$ cat src/rtl/tirq_pkg.sv
package tirq_pkg;

    localparam int LEG_LINE_TMR = 0;
    localparam int LEG_LINE_ALM = 8;
    localparam int MSG_HALF_W   = 32;

    typedef enum logic [2:0] {
        ACT_IDLE,
        ACT_MUTE,
        ACT_LEVEL,
        ACT_EDGE,
        ACT_MSG
    } chan_act_e;

    typedef struct packed {
        logic status;
        logic pulse;
        logic msg;
    } chan_next_t;

    function automatic chan_act_e classify(input logic fire, input logic en_ok,
                                           input logic msg_en, input logic level);
        if (!en_ok)
            return ACT_MUTE;
        else if (msg_en)
            return fire ? ACT_MSG : ACT_MUTE;
        else if (!fire)
            return ACT_IDLE;
        else
            return level ? ACT_LEVEL : ACT_EDGE;
    endfunction

endpackage

$ cat src/rtl/tirq_chan.sv
module tirq_chan
    import tirq_pkg::*;
#(
    parameter int HALF_W = MSG_HALF_W
) (
    input  logic                clk,
    input  logic                rst,
    input  logic                fire,
    input  logic                ch_en,
    input  logic                glb_en,
    input  logic                level,
    input  logic                msg_en,
    input  logic                clr,
    input  logic [2*HALF_W-1:0] msg_cfg,
    output logic                status_q,
    output logic                drv_d,
    output logic                msg_stb,
    output logic [HALF_W-1:0]   msg_addr,
    output logic [HALF_W-1:0]   msg_data
);

    chan_act_e  act;
    chan_next_t nxt;

    always_comb act = classify(fire, ch_en & glb_en, msg_en, level);

    always_comb begin
        nxt.status = status_q;
        nxt.pulse  = 1'b0;
        nxt.msg    = 1'b0;
        unique case (act)
            ACT_MUTE:  nxt.status = 1'b0;
            ACT_LEVEL: nxt.status = 1'b1;
            ACT_EDGE: begin
                nxt.status = 1'b0;
                nxt.pulse  = 1'b1;
            end
            ACT_MSG: begin
                nxt.status = 1'b0;
                nxt.msg    = 1'b1;
            end
            default: begin
                if (clr)
                    nxt.status = 1'b0;
            end
        endcase
    end

    // line drive as it will stand after this edge
    always_comb drv_d = nxt.status | nxt.pulse;

    always_ff @(posedge clk) begin
        if (rst) begin
            status_q <= 1'b0;
            msg_stb  <= 1'b0;
            msg_addr <= '0;
            msg_data <= '0;
        end else begin
            status_q <= nxt.status;
            msg_stb  <= nxt.msg;
            if (nxt.msg) begin
                msg_addr <= msg_cfg[2*HALF_W-1:HALF_W];
                msg_data <= msg_cfg[HALF_W-1:0];
            end
        end
    end

endmodule

$ cat src/rtl/tirq_legacy.sv
module tirq_legacy (
    input  logic clk,
    input  logic rst,
    input  logic legacy_on,
    input  logic tick_in,
    input  logic alarm_in,
    output logic src_tmr_d,
    output logic src_alm_d,
    output logic tick_src_en
);

    logic leg_q;
    logic tick_prev;
    logic tick_fwd;
    logic tick_fwd_d;

    // tick is forwarded on change only; entering or leaving the mode lowers it
    always_comb begin
        if (legacy_on || leg_q)
            tick_fwd_d = 1'b0;
        else if (tick_in != tick_prev)
            tick_fwd_d = tick_in;
        else
            tick_fwd_d = tick_fwd;
    end

    always_comb src_tmr_d = tick_fwd_d;
    // alarm level is sampled every clock and shown whenever the mode is off
    always_comb src_alm_d = alarm_in & ~legacy_on;

    always_ff @(posedge clk) begin
        if (rst) begin
            leg_q       <= 1'b0;
            tick_prev   <= 1'b0;
            tick_fwd    <= 1'b0;
            tick_src_en <= 1'b1;
        end else begin
            leg_q       <= legacy_on;
            tick_prev   <= tick_in;
            tick_fwd    <= tick_fwd_d;
            tick_src_en <= ~legacy_on;
        end
    end

endmodule

$ cat src/rtl/tirq_line_merge.sv
module tirq_line_merge
    import tirq_pkg::*;
#(
    parameter int NUM_CH    = 4,
    parameter int NUM_LINES = 32,
    parameter int ROUTE_W   = 5,
    parameter int TMR_LINE  = LEG_LINE_TMR,
    parameter int ALM_LINE  = LEG_LINE_ALM
) (
    input  logic [NUM_CH-1:0]         drv_d,
    input  logic [NUM_CH*ROUTE_W-1:0] route,
    input  logic                      legacy_on,
    input  logic                      src_tmr_d,
    input  logic                      src_alm_d,
    output logic [NUM_LINES-1:0]      line_d
);

    logic [NUM_CH-1:0][ROUTE_W-1:0] tgt;

    for (genvar c = 0; c < NUM_CH; c++) begin : g_tgt
        if (c == 0) begin : g_c0
            assign tgt[c] = legacy_on ? ROUTE_W'(TMR_LINE) : route[c*ROUTE_W +: ROUTE_W];
        end else if (c == 1) begin : g_c1
            assign tgt[c] = legacy_on ? ROUTE_W'(ALM_LINE) : route[c*ROUTE_W +: ROUTE_W];
        end else begin : g_cn
            assign tgt[c] = route[c*ROUTE_W +: ROUTE_W];
        end
    end

    always_comb begin
        line_d = '0;
        for (int c = 0; c < NUM_CH; c++) begin
            if (drv_d[c])
                line_d[tgt[c]] = 1'b1;
        end
        line_d[TMR_LINE] = line_d[TMR_LINE] | src_tmr_d;
        line_d[ALM_LINE] = line_d[ALM_LINE] | src_alm_d;
    end

endmodule

$ cat src/rtl/tmr_irq_router.sv
module tmr_irq_router
    import tirq_pkg::*;
#(
    parameter int NUM_CH    = 4,
    parameter int NUM_LINES = 32,
    parameter int TMR_LINE  = LEG_LINE_TMR,
    parameter int ALM_LINE  = LEG_LINE_ALM,
    localparam int ROUTE_W  = $clog2(NUM_LINES),
    localparam int HALF_W   = MSG_HALF_W
) (
    input  logic                      clk,
    input  logic                      rst,
    input  logic                      glb_en,
    input  logic                      legacy_on,
    input  logic [NUM_CH-1:0]         ch_en,
    input  logic [NUM_CH-1:0]         ch_fire,
    input  logic [NUM_CH-1:0]         ch_level,
    input  logic [NUM_CH-1:0]         ch_msg_en,
    input  logic [NUM_CH-1:0]         ch_clr,
    input  logic [NUM_CH*ROUTE_W-1:0] ch_route,
    input  logic [NUM_CH*2*HALF_W-1:0] ch_msg_cfg,
    input  logic                      ext_tick_in,
    input  logic                      ext_alarm_in,
    output logic [NUM_LINES-1:0]      irq_line,
    output logic [NUM_CH-1:0]         stat,
    output logic                      tick_src_en,
    output logic [NUM_CH-1:0]         msg_stb,
    output logic [NUM_CH*HALF_W-1:0]  msg_addr,
    output logic [NUM_CH*HALF_W-1:0]  msg_data
);

    logic [NUM_CH-1:0]    drv_d;
    logic [NUM_LINES-1:0] line_d;
    logic                 src_tmr_d;
    logic                 src_alm_d;

    for (genvar c = 0; c < NUM_CH; c++) begin : g_chan
        tirq_chan #(.HALF_W(HALF_W)) u_chan (
            .clk      (clk),
            .rst      (rst),
            .fire     (ch_fire[c]),
            .ch_en    (ch_en[c]),
            .glb_en   (glb_en),
            .level    (ch_level[c]),
            .msg_en   (ch_msg_en[c]),
            .clr      (ch_clr[c]),
            .msg_cfg  (ch_msg_cfg[c*2*HALF_W +: 2*HALF_W]),
            .status_q (stat[c]),
            .drv_d    (drv_d[c]),
            .msg_stb  (msg_stb[c]),
            .msg_addr (msg_addr[c*HALF_W +: HALF_W]),
            .msg_data (msg_data[c*HALF_W +: HALF_W])
        );
    end

    tirq_legacy u_legacy (
        .clk         (clk),
        .rst         (rst),
        .legacy_on   (legacy_on),
        .tick_in     (ext_tick_in),
        .alarm_in    (ext_alarm_in),
        .src_tmr_d   (src_tmr_d),
        .src_alm_d   (src_alm_d),
        .tick_src_en (tick_src_en)
    );

    tirq_line_merge #(
        .NUM_CH    (NUM_CH),
        .NUM_LINES (NUM_LINES),
        .ROUTE_W   (ROUTE_W),
        .TMR_LINE  (TMR_LINE),
        .ALM_LINE  (ALM_LINE)
    ) u_merge (
        .drv_d     (drv_d),
        .route     (ch_route),
        .legacy_on (legacy_on),
        .src_tmr_d (src_tmr_d),
        .src_alm_d (src_alm_d),
        .line_d    (line_d)
    );

    always_ff @(posedge clk) begin
        if (rst)
            irq_line <= '0;
        else
            irq_line <= line_d;
    end

endmodule

$ cat config.mk
export PLATFORM = sky130hd
export DESIGN_NAME = tmr_irq_router
export DESIGN_NICKNAME = d
export VERILOG_FILES = /design/src/rtl/tirq_pkg.sv /design/src/rtl/tirq_chan.sv /design/src/rtl/tirq_legacy.sv /design/src/rtl/tirq_line_merge.sv /design/src/rtl/tmr_irq_router.sv
export SDC_FILE = /design/constraint.sdc
export NUM_CORES = 1
export LEC_CHECK = 0
export ABC_AREA = 1
export BUFFER_PORTS_ARGS = -buffer_cell sky130_fd_sc_hd__buf_2
export CAP_MARGIN = 0
export CORE_AREA = 2 2 232 234
export CTS_BUF_LIST = sky130_fd_sc_hd__clkbuf_4 sky130_fd_sc_hd__clkbuf_8
export DETAILED_ROUTE_END_ITERATION = 10
export DIE_AREA = 0 0 234 236
export GPL_TIMING_DRIVEN = 0
export SLEW_MARGIN = 20
export SYNTH_ARGS = -nofsm -noshare
export SYNTH_HDL_FRONTEND = slang
export SYNTH_SLANG_ARGS = --single-unit
export TNS_END_PERCENT = 30
$ cat constraint.sdc
create_clock -name clk -period 1.8 [get_ports clk]
set_clock_uncertainty 0.15 [all_clocks]
set_input_delay 0.09 -clock clk [delete_from_list [all_inputs] [get_ports clk]]
set_output_delay 0.09 -clock clk [all_outputs]
set_load 0.02 [all_outputs]
# Word-level counts from Yosys, hierarchy flattened
# Cells that the tools add are included.
op_classes:
  n_reduce_logical: 9
  n_eq_ne: 17
  bitwise_logic: 15
  order_cmp: 8
  n_mux: 52
ops:
  columns: ["operator", "count"]
  rows:
  - ["2-to-1 mux 32 bit", 4]
  - ["OR 32 bit", 3]
  - ["2-to-1 mux 3 bit", 16]
  - ["== test 3 x 2 -> 1 bit, second input constant", 8]
  - ["less-than comparator 5 x 6 -> 1 bit, second input constant", 4]
  - ["2-to-1 mux 1 bit", 22]
  - ["demux 1 bit (select 5 bit)", 4]
  - ["greater-or-equal comparator 5 x 1 -> 1 bit, second input constant", 4]
  - ["== test 3 x 1 -> 1 bit, second input constant", 4]
  - ["== test 3 bit, second input constant", 4]
  - ["OR reduction 3 bit", 4]
  - ["2-to-1 mux 5 bit", 2]
  - ["case mux 1 bit (2 select lines)", 4]
  - ["OR 1 bit", 6]
  - ["bitwise AND 1 bit", 5]
  - ["logical AND 1 bit", 4]
  - ["logical OR 1 bit", 1]
  - ["!= test 1 bit", 1]
  - ["inverter 1 bit", 1]
totals:
  reg_bits: 300
  input_bits: 302

# Depth between registers and ports, before layout
depth:
  ltp_word: 16
  depth_mapped: 9
  mapped_depth_nobuf: 8

# Modules after synthesis
# Synthesis repeated with hierarchy kept, for this count alone.
unflattened:
  hier_cells: 1613
  area_unflattened_um2: 11717.5
by_module_without_submodules:
  columns: ["module", "area_per_inst_um2", "instances", "cells_per_inst", "seq_area_each_um2"]
  rows:
  - ["tirq_chan", 2338.5, 4, 295, 1321.3]
  - ["tirq_line_merge", 1298.7, 1, 315, 0.0]
  - ["tmr_irq_router", 914.6, 1, 99, 640.6]
  - ["tirq_legacy", 150.1, 1, 19, 80.1]

# Worst setup path after synthesis
# No wires, ideal clock.
synth_path:
  path_type: "reg-to-reg"
  from: "register g_chan[2].u_chan.status_q"
  to: "register irq_line[6]"
  path_buffers: 1
  setup_time_ps: 65
  synth_period_minus_slack_ps: 1226
  path_slack_ps: 574
  t_arrival_ps: 1011
  path_stages_with_launch: 10
  required_time_ps: 1585
  cell_sequence: "dfxtp_1 > inv_1 > nor2_1 > nand3_1 > nand2_1 > buf_2 > nand3_1 > nand2_1 > nor2_1 > nor2_1"
synth_between:
  elab_chain_len: 6
synth_lines:
  columns: ["element", "line", "text"]
  rows:
  - ["start: declaration", "tirq_chan.sv:15", "output logic status_q,"]
  - ["start signal: assignment", "tirq_chan.sv:59", "status_q <= nxt.status;"]
  - ["2-to-1 mux 1 bit *", "tirq_chan.sv:43", "if (clr)"]
  - ["case mux 1 bit (2 select lines) *", "tirq_chan.sv:31", "unique case (act)"]
  - ["OR 1 bit *", "tirq_chan.sv:50", "always_comb drv_d = nxt.status | nxt.pulse;"]
  - ["2-to-1 mux 32 bit *", "tirq_line_merge.sv:33", "if (drv_d[c])"]
  - ["OR 32 bit (no line)", null, null]
  - ["2-to-1 mux 32 bit *", "tirq_line_merge.sv:33", null]
  - ["end signal: assignment", "tmr_irq_router.sv:86", "irq_line <= line_d;"]
  - ["end: declaration", "tmr_irq_router.sv:24", "output logic [NUM_LINES-1:0] irq_line,"]
# Mark *: on every way between the ends. The rest lies on a longest branch, timed or not.
# A chain may end at the register's enable or synchronous reset.

# Worst setup path in the final report
layout_path:
  from: "input ch_fire[0]"
  to: "register g_chan[0].u_chan.msg_addr[10]"
layout_between:
  elab_chain_len: 5
  word_cells_on_any_way: 6
layout_lines:
  columns: ["element", "line", "text"]
  rows:
  - ["start: declaration", "tmr_irq_router.sv:16", "input logic [NUM_CH-1:0] ch_fire,"]
  - ["2-to-1 mux 3 bit, on equally long branches", "tirq_pkg.sv:27, tirq_pkg.sv:26", null]
  - ["2-to-1 mux 3 bit *", "tirq_pkg.sv:25", "else if (msg_en)"]
  - ["2-to-1 mux 3 bit *", "tirq_pkg.sv:23", "if (!en_ok)"]
  - ["== test 3 bit *", "tirq_chan.sv:31", null]
  - ["2-to-1 mux 1 bit *", "tirq_chan.sv:31", null]
  - ["end signal: assignment", "tirq_chan.sv:62", "msg_addr <= msg_cfg[2*HALF_W-1:HALF_W];"]
  - ["end: declaration", "tirq_chan.sv:18", "output logic [HALF_W-1:0] msg_addr,"]
# Marks and branches as above.

==> flow_metrics.env <==
export IMPL_status="finished with violations"
export IMPL_failed_checks="negative hold slack"
export IMPL_grt_max_degree=15
export IMPL_setup_viol=0
export IMPL_setup_tns_ns=0
export IMPL_irDropWorstVdd_v=0.000581
export IMPL_worstPathRequired_ns=2.15
export IMPL_final_hold_violation_count=2
export IMPL_final_common_cell="nor2_1"
export IMPL_chipWidth_microns=234
export IMPL_endpoint_kind="flop"
export IMPL_std_cell_rows=85
export IMPL_pin_count=599
export IMPL_drt_initial_drc_count=746
export IMPL_dp_hpwl_mm=39.7
export IMPL_ant_nets=0
export IMPL_ys_ff_latch=300
export IMPL_holdWs_ns=-0.00407
export IMPL_place_congestion=0.917
export IMPL_crit_chain="dlygate4sd3_1 > buf_2 > nand3_1 > buf_2 > o21ai_0 > nor2_1 > dlygate4sd3_1"
export IMPL_yosysWarnings=0
export IMPL_grt_overflow_total=0
export IMPL_core_region_area_sq_um=53100
export IMPL_finalCritPeriodShare_pct=98.4
export IMPL_timing_slew_headroom_pct=42.8
export IMPL_stdcell_area_sq_um=19700
export IMPL_multi_input_area_sq_um=4970
export IMPL_yosysSeqAreaShare_pct=51.6
export IMPL_slowest_stage="dlygate4sd3_1"
export IMPL_cts_made_buffers=52
export IMPL_grt_pass1_vias=14300
export IMPL_synthCells=1628
export IMPL_avgSynthCellArea_sq_um=7.15
export IMPL_cp_top_family="buffers and inverters"
export IMPL_drt_drc_violations_left=0
export IMPL_worst_setup_path_type="primary input to flop"
export IMPL_start_util_pct=21.9
export IMPL_placed_area_sq_um=15500
export IMPL_worstSetupStartpointType="primary input"
export IMPL_cts_sinks=300
export IMPL_cts_tree="yes"
export IMPL_wire_per_inst_microns=16.3
export IMPL_path_buf_inv=4
export IMPL_drive_gt1_share_pct=28.4
export IMPL_cpPeakStageDelay_ns=0.57
export IMPL_crit_fanout=10
export IMPL_synth_area_leader_cell="dfxtp_1"
export IMPL_regArea_sq_um=6010
export IMPL_port_buffers=597
export IMPL_vias=14500
export IMPL_htreeDepth=2
export IMPL_wl_mm=54.2
export IMPL_area_growth_pct=69.6
export IMPL_grt_pass1_wl_mm=79.6
export IMPL_grt_use_total_pct=18.7
export IMPL_synthDominantCellAreaShare_pct=51.6
export IMPL_die_y_microns=236
export IMPL_drv_slew=0
export IMPL_place_inst=2921
export IMPL_drv_cap=0
export IMPL_rsz0062_at_grt="false"
export IMPL_instances_no_fill=3321
export IMPL_worstPathArrival_ns=2.12
export IMPL_p_per_area_nw_per_um2=823
export IMPL_dp_slack_ns=-0.484
export IMPL_postSynthNetCount=1930
export IMPL_nets=2884
export IMPL_viasPerCell=4.37
export IMPL_synth_cell_types=24
export IMPL_tightest_slew_ns=0.859
export IMPL_clockBufferDepth=3
export IMPL_postCtsSetupBuffers=0
export IMPL_max_clock_freq_mhz=564
export IMPL_n_fill_cell=5543
export IMPL_setup_ws_ns=0.0285
export IMPL_dr_pass1_iters=5
export IMPL_syn_cell_area_sq_um=11600
export IMPL_root_buffer="clkbuf_8"
export IMPL_antenna_found_initial=6
export IMPL_final_cell_mix="nor2_1 (639), buf_2 (620), dlygate4sd3_1 (303), dfxtp_1 (300), o21ai_0 (211)"
export IMPL_netlist_top_cells_area="dfxtp_1 (52%), nor2_1 (21%), o21ai_0 (9.1%)"
export IMPL_hold_class="primary input to flop"
export IMPL_die_area_sq_um=55200
export IMPL_clk_latency_ns=0.61
export IMPL_fin_crit_ns=1.77
export IMPL_power_leakage_nw=9.50
export IMPL_clk_pin_slew_ns=0.06
export IMPL_utilization_pct=37.2
## area by class of cell
cell class | instances | area share, %
inverter | 54 | 1.04
timing repair buffer | 900 | 30.5
antenna | 7 | 0.0887
clock buffer | 79 | 5.19
tap | 696 | 4.41
multi-input combinational | 1168 | 25.2
buffer | 106 | 2.40
sequential | 300 | 30.4
clock inverter | 11 | 0.754
## per-layer routing
layer	up-vias	global-route usage [%]	routed length, microns
li1	7132	-	-
met1	6550	21.9	22200
met2	663	31.9	25500
met3	153	4.01	4080
met4	2	9.09	2480
met5	-	0	13
## power breakdown
part	total (mW)	internal, mW	switching, mW
sequential	6.95	6.85	0.100
combinational	2.32	1.05	1.26
clock	6.97	4.06	2.91
## path summary, 6_finish.rpt
kind                                     start  cells past startpoint                       endpoint  slack [ns]
setup / recovery                    ch_fire[0]                      7  g_chan[0].u_chan.msg_addr[10]        0.03
hold / removal                    ch_msg_en[2]                      5   g_chan[2].u_chan.msg_addr[0]      -0.004
setup reg to reg     g_chan[2].u_chan.status_q                      9                   irq_line[31]        0.10
hold reg to reg   g_chan[3].u_chan.msg_data[6]                      2   g_chan[3].u_chan.msg_data[6]        0.32
## cells in the mapped netlist
cell type  number
nor2_4          2
inv_2           9
nand2_4         2
buf_4           9
nor3_1          5
inv_1          45
nand3_1       120
nand2_1       121
o21ai_1        46
nand3b_1        5
buf_1           6
nand2_2         1
o21ai_2         2
nor3_2          2
clkbuf_1       66
nand4_1         4
a21oi_1         4
o21ai_0       211
nor2_2          2
dfxtp_1       300
nor2_1        640
buf_6           1
and2_1          1
buf_2          24
## what timing repair did
| action | CTS | global route |
|---|---|---|
| hold buffers | 303 | 0 |
| endpoints found under the setup margin | 0 | 27 |
| gates resized for setup | 0 | 8 |
| endpoints found under the hold margin | 297 | 0 |
## worst min-delay path, delay by kind of cell
| kind | cells | cell delay, ns |
|---|---|---|
| buffers and inverters | 2 | 0.27 |
| AND/OR/NAND/NOR | 3 | 0.35 |
## kinds of logic (layout without fill, tap and decap cells)
group	after synthesis	after routing	share of synthesized area (%)
buf+inv	160	1150	5.77
compound gates	263	263	11.4
flops	300	300	51.6
other cells	0	7	0
simple gates	905	905	31.2
## sequential cells by signal, summed over array words and instances (netlist names)
register                cells
u_legacy.tick_prev          1
u_legacy.tick_fwd           1
g_chan.u_chan.msg_data    128
u_legacy.tick_src_en        1
g_chan.u_chan.msg_stb       4
irq_line                   32
g_chan.u_chan.msg_addr    128
u_legacy.leg_q              1
g_chan.u_chan.status_q      4
## through the flow
step | power [mW] | hold WS (ns)
finish | 16.2 | -0.00407
global route | 17.0 | 0.000651
CTS | 16.4 | 0.00104
detailed placement | 8.84 | 0.182
global placement | 8.84 | 0.176
floorplan | 8.00 | 0.0735
(Power assumes the default switching activity.)
